==> src/rtl/tod_alarm_pkg.sv <==
package tod_alarm_pkg;
    localparam int unsigned FIELD_W    = 8;
    localparam int unsigned NUM_FIELDS = 3;

    typedef struct packed {
        logic flag;
    } alm_state_t;
endpackage

==> src/rtl/tod_alarm_field_cmp.sv <==
module tod_alarm_field_cmp #(
    parameter int unsigned W = 8
) (
    input  logic [W-1:0] cur_val,
    input  logic [W-1:0] alm_val,
    output logic         hit
);
    logic wild;

    always_comb begin
        wild = &alm_val[W-1:W-2];
        hit  = wild || (cur_val == alm_val);
    end
endmodule

==> src/rtl/tod_alarm_status_reg.sv <==
module tod_alarm_status_reg
    import tod_alarm_pkg::*;
(
    input  logic clk,
    input  logic rst_n,
    input  logic set_i,
    input  logic clr_i,
    output logic flag_o
);
    alm_state_t st_d, st_q;

    always_comb begin
        st_d = st_q;
        if (clr_i) st_d.flag = 1'b0;
        if (set_i) st_d.flag = 1'b1;
    end

    always_ff @(posedge clk) begin
        if (!rst_n) st_q <= '0;
        else        st_q <= st_d;
    end

    assign flag_o = st_q.flag;
endmodule

==> src/rtl/tod_alarm_match.sv <==
module tod_alarm_match
    import tod_alarm_pkg::*;
#(
    parameter int unsigned FW = FIELD_W
) (
    input  logic          clk,
    input  logic          rst_n,
    input  logic          upd_done,
    input  logic [FW-1:0] cur_sec,
    input  logic [FW-1:0] cur_min,
    input  logic [FW-1:0] cur_hr,
    input  logic [FW-1:0] alm_sec,
    input  logic [FW-1:0] alm_min,
    input  logic [FW-1:0] alm_hr,
    input  logic          alarm_ie,
    input  logic          stat_rd,
    output logic          alarm_flag,
    output logic          irq
);
    localparam int unsigned NF = NUM_FIELDS;

    logic [FW-1:0] cur_arr [NF];
    logic [FW-1:0] alm_arr [NF];
    logic [NF-1:0] fld_hit;
    logic          evt_d;

    always_comb begin
        cur_arr[0] = cur_sec;
        cur_arr[1] = cur_min;
        cur_arr[2] = cur_hr;
        alm_arr[0] = alm_sec;
        alm_arr[1] = alm_min;
        alm_arr[2] = alm_hr;
    end

    for (genvar g = 0; g < NF; g++) begin : g_fld
        tod_alarm_field_cmp #(.W(FW)) u_cmp (
            .cur_val (cur_arr[g]),
            .alm_val (alm_arr[g]),
            .hit     (fld_hit[g])
        );
    end

    always_comb evt_d = upd_done && (&fld_hit);

    tod_alarm_status_reg u_stat (
        .clk    (clk),
        .rst_n  (rst_n),
        .set_i  (evt_d),
        .clr_i  (stat_rd),
        .flag_o (alarm_flag)
    );

    always_comb irq = alarm_flag && alarm_ie;
endmodule

==> config.mk <==
export PLATFORM = sky130hd
export DESIGN_NAME = tod_alarm_match
export DESIGN_NICKNAME = d
export VERILOG_FILES = /design/src/rtl/tod_alarm_pkg.sv /design/src/rtl/tod_alarm_field_cmp.sv /design/src/rtl/tod_alarm_status_reg.sv /design/src/rtl/tod_alarm_match.sv
export SDC_FILE = /design/constraint.sdc
export NUM_CORES = 1
export LEC_CHECK = 0
export ABC_AREA = 1
export BUFFER_PORTS_ARGS = -buffer_cell sky130_fd_sc_hd__clkbuf_2
export CORE_MARGIN = 2
export CORE_UTILIZATION = 32
export CTS_CLUSTER_DIAMETER = 40
export DETAILED_ROUTE_END_ITERATION = 16
export PLACE_DENSITY = 0.78
export SLEW_MARGIN = 20
export SYNTH_ARGS = -nofsm -noshare
export SYNTH_HDL_FRONTEND = slang
export SYNTH_SLANG_ARGS = --single-unit
==> constraint.sdc <==
create_clock -name clk -period 0.9 [get_ports clk]
set_input_delay 0.09 -clock clk [delete_from_list [all_inputs] [get_ports clk]]
set_output_delay 0.09 -clock clk [all_outputs]
set_load 0.05 [all_outputs]
# Word level (Yosys, flattened, before mapping)
# Cells that the tools add are included.
# op_classes
addsub,0
mul,0
n_div,0
n_lt_le_gt_ge,0
eq_ne,3
shifts,0
n_mux,2
bitwise_logic,0
n_reduce_logical,10
# op_table
operator,n
$eq A8 B8 Y1,3
$reduce_and A2 Y1,3
$logic_or A1 B1 Y1,3
$reduce_and A3 Y1,1
$logic_and A1 B1 Y1,2
$mux W1,2
$reduce_bool A2 Y1,1
# totals
regBits,1
latchBits,0
mem_bits_rw,0
mem_bits_ro,0
inputBits,53
out_inout_bits,2
elab_cells,16
memories,0

# Longest topological paths before layout
# logic_depth
word_depth,5
ltp_mapped,11
ltp_nobuf,11

# Modules after synthesis
# From an unflattened synthesis, not the netlist that was laid out.
# unflattened
cells_unflattened,110
area_unflattened_um2,494.2
# by_module_without_submodules
mod,instances,cells_each,area_per_inst_um2,seq_area_each_um2
tod_alarm_field_cmp,3,33,143.9,0.0
tod_alarm_status_reg,1,6,43.8,20.0
tod_alarm_match,1,5,18.8,0.0

# Least setup slack after synthesis
# Ideal clock, no wire load.
# synth_path
kind,register to output
from,reg u_stat.st_q (netlist: u_stat.flag_o)
to,out irq
arrival_ns,1.043
t_required_ns,0.810
setup_slack_ns,-0.233
path_stages_with_launch,3
n_path_buf,0
path_cell_list,dfxtp_1 > nand2_1 > inv_1
# synth_via
elab_chain_len,1
# synth_rtl
element,line,text
"start, declared",tod_alarm_status_reg.sv:10,"alm_state_t st_d, st_q;"
"start signal, assigned",tod_alarm_status_reg.sv:20,else st_q <= st_d;
$logic_and A1 B1 Y1,tod_alarm_match.sv:54,always_comb irq = alarm_flag && alarm_ie;
"end, declared",tod_alarm_match.sv:18,output logic irq
# No other way between the ends.

# Worst setup path in the final report
# layout_path
from,in alm_hr[7]
to,reg u_stat.st_q (netlist: u_stat.flag_o)
# layout_via
elab_chain_len,5
word_cells_on_any_way,7
cone_classes,eq/ne (1); mux (1); reduce/logical (5)
# layout_rtl
element,line,text
"start, declared",tod_alarm_match.sv:14,"input logic [FW-1:0] alm_hr,"
$eq A8 B8 Y1 / $reduce_and A2 Y1 (equally long branches),"tod_alarm_field_cmp.sv:12, tod_alarm_field_cmp.sv:11",
$logic_or A1 B1 Y1 *,tod_alarm_field_cmp.sv:12,hit = wild || (cur_val == alm_val);
$reduce_and A3 Y1 *,tod_alarm_match.sv:44,always_comb evt_d = upd_done && (&fld_hit);
$logic_and A1 B1 Y1 *,tod_alarm_match.sv:44,
$mux W1 / $reduce_bool A2 Y1 (equally long branches),--,
# Every way passes the cells marked *; elsewhere a longest branch is shown, timed or not.
# A chain may end at the register's enable or synchronous reset.

==> reports/metrics.csv <==
metric,value,unit
status,"complete, but fails checks",
violated checks,negative setup slack,
period utilization,1.00,
Detail Route Antenna Nets,0,
Final Max Tran Viols,0,
Final setup viols,1,
Worst Path Max Fanout,3,
met1 usage in global routing,0.117,
total power,334,µW
placed inst area,781,µm²
Die Span X,42.6,µm
PortBufs,54,
"Cell Area, Synth",477,µm²
"Hold Violations, Final",0,
Slowest cell on crit path,clkbuf_2,
startpoint class of the critical path,primary input,
DRT Pass-1 Iters,2,
Worst Tran Pin Value,281,ps
total routed wirelength,1200,µm
initial drt markers,7,
GPL Wtd Cong,0.636,
placed cells,172,
peak per-stage delay on the critical path,100,ps
Yosys reg bits,1,
register area share after synthesis,0.0420,
cell area power density,424,nW/µm²
Syn Nets,155,
global-route wire length before repair,2090,µm
crit end category,flop,
clock-pin slew on the worst setup and hold paths,0,ps
total gr overflow,0,
vias in the first global route,649,
worst vdd ir,0.188,mV
Initial Util,0.353,
final setup margin,-2.53,ps
Hold Slack,283,ps
reg2reg start,u_stat.flag_o,
nets@finish,212,
clk_skew,0,ps
Skew-Pair Late Insertion Delay,0,ps
fmax,1.11,GHz
drt wl/cell,6.98,µm
"commonest non-fill, non-tap cells in the layout","clkbuf_2, nand2_1, inv_1, xnor2_1, nor2_1",
Post-DP HPWL,1180,µm
RSZ-0062 raised after global routing,true,
"final std cell area, no fill",788,µm²
Largest register FFs,1,
busiest grt layer,met2,
met2 usage,0.320,
"Avg Cell Area, Syn",4.67,µm²
Rel. slew slack,0.813,
routed vias/inst,4.15,
Worst Path Required,830,ps
Netlist cell types,7,
post-CTS setup buffers,0,
ant diodes,0,
layout cell share with drive strength beyond 1,0.389,
maxcap violations,0,
CP Data Arrival Time,830,ps
Die ar.,1810,µm²
Pleak,0.000538,µW
Crit path top cell by count,nand2_1,
Hold Buf Count CTS,0,
Boundary Pins,55,
Ys Warns,0,
Gate Count Post-Synth,102,
hold crit path type,in2reg,
minimum clock period,903,ps
GRT Total Usage,0.138,
Syn-to-layout area delta,65.4,%
crit path kind,in2reg,
total core area,1350,µm²
Die H,42.6,µm
met3 Use GR,0.0216,
DR DRC count,0,
Final Non-Filler Cells,172,
"critical path, cell by cell","clkbuf_2, inv_1, nand2_1, nand2_1, nand2_1, nor2_1, nand2_1, nand2_1, nand2_1, nor2_1, nor2_1, nor2_1",
Final Util,0.584,
Crit. Startpoint,alm_hr[7],
vias,714,
"commonest non-fill, non-tap cell in the layout",clkbuf_2,
largest net degree at the start of global routing,4,
initial antenna violation count,0,
# rows,13,
HP Start,rst_n,
[power breakdown]
part           internal, µW  total, µW  switching [µW]
logic                   165        291             126
registers              42.6       42.8           0.142
clock network             0          0               0
total                   208        334             126
[area by class of cell]
type / instances / area, µm²
fillers: 153 / 562
inverters: 23 / 90.1
multi-input cells: 78 / 378
flip-flops and latches: 1 / 23.8
well taps: 15 / 18.8
repair buffers: 55 / 278
[synth_stat cells (all sizes together)]
library cell | instances | area (µm²)
xnor2 | 14 | 123
nor2 | 10 | 42.5
inv | 23 | 86.3
nand2 | 54 | 205
dfxtp | 1 | 20.0
[cells by family after synthesis]
kind of cell	synth area share
and+or+nand+nor	0.520
buffers and inverters	0.181
xor gates and xnor gates	0.257
DFF	0.0420
[worst paths after layout]
path | end | slack [ps] | cells after the start
worst min-delay path | u_stat.flag_o | 280 | 3
worst max-delay path | u_stat.flag_o | -3 | 12
worst min register to register | u_stat.flag_o | 580 | 4
worst max register to register | u_stat.flag_o | 240 | 4
[per-stage QoR]
step                worst slack (ps)  setup TNS, ps
global route                    -158           -158
global placement               -1.52          -1.52
detailed placement             -16.7          -16.7
finish                         -2.53          -2.53
floorplan                       69.4              0
CTS                            -16.4          -16.4
[what timing repair did]
action,in CTS,in global routing
gates resized for setup,0,1
pin swaps,2,3
endpoints found under the hold margin,0,0
setup endpoints to repair,1,1
cloned,0,0
[layer usage]
| metal | up-vias | routed length (µm) |
|---|---|---|
| li1 | 396 | - |
| met1 | 283 | 388 |
| met2 | 33 | 660 |
| met3 | 2 | 142 |
| met4 | 0 | 8 |
| met5 | - | 0 |
[critical path, delay by kind of cell]
family / cells / cell delay (ps)
buf+inv: 2 / 150
simple gates: 10 / 610
Note: power is estimated with default switching activity, not from simulation.
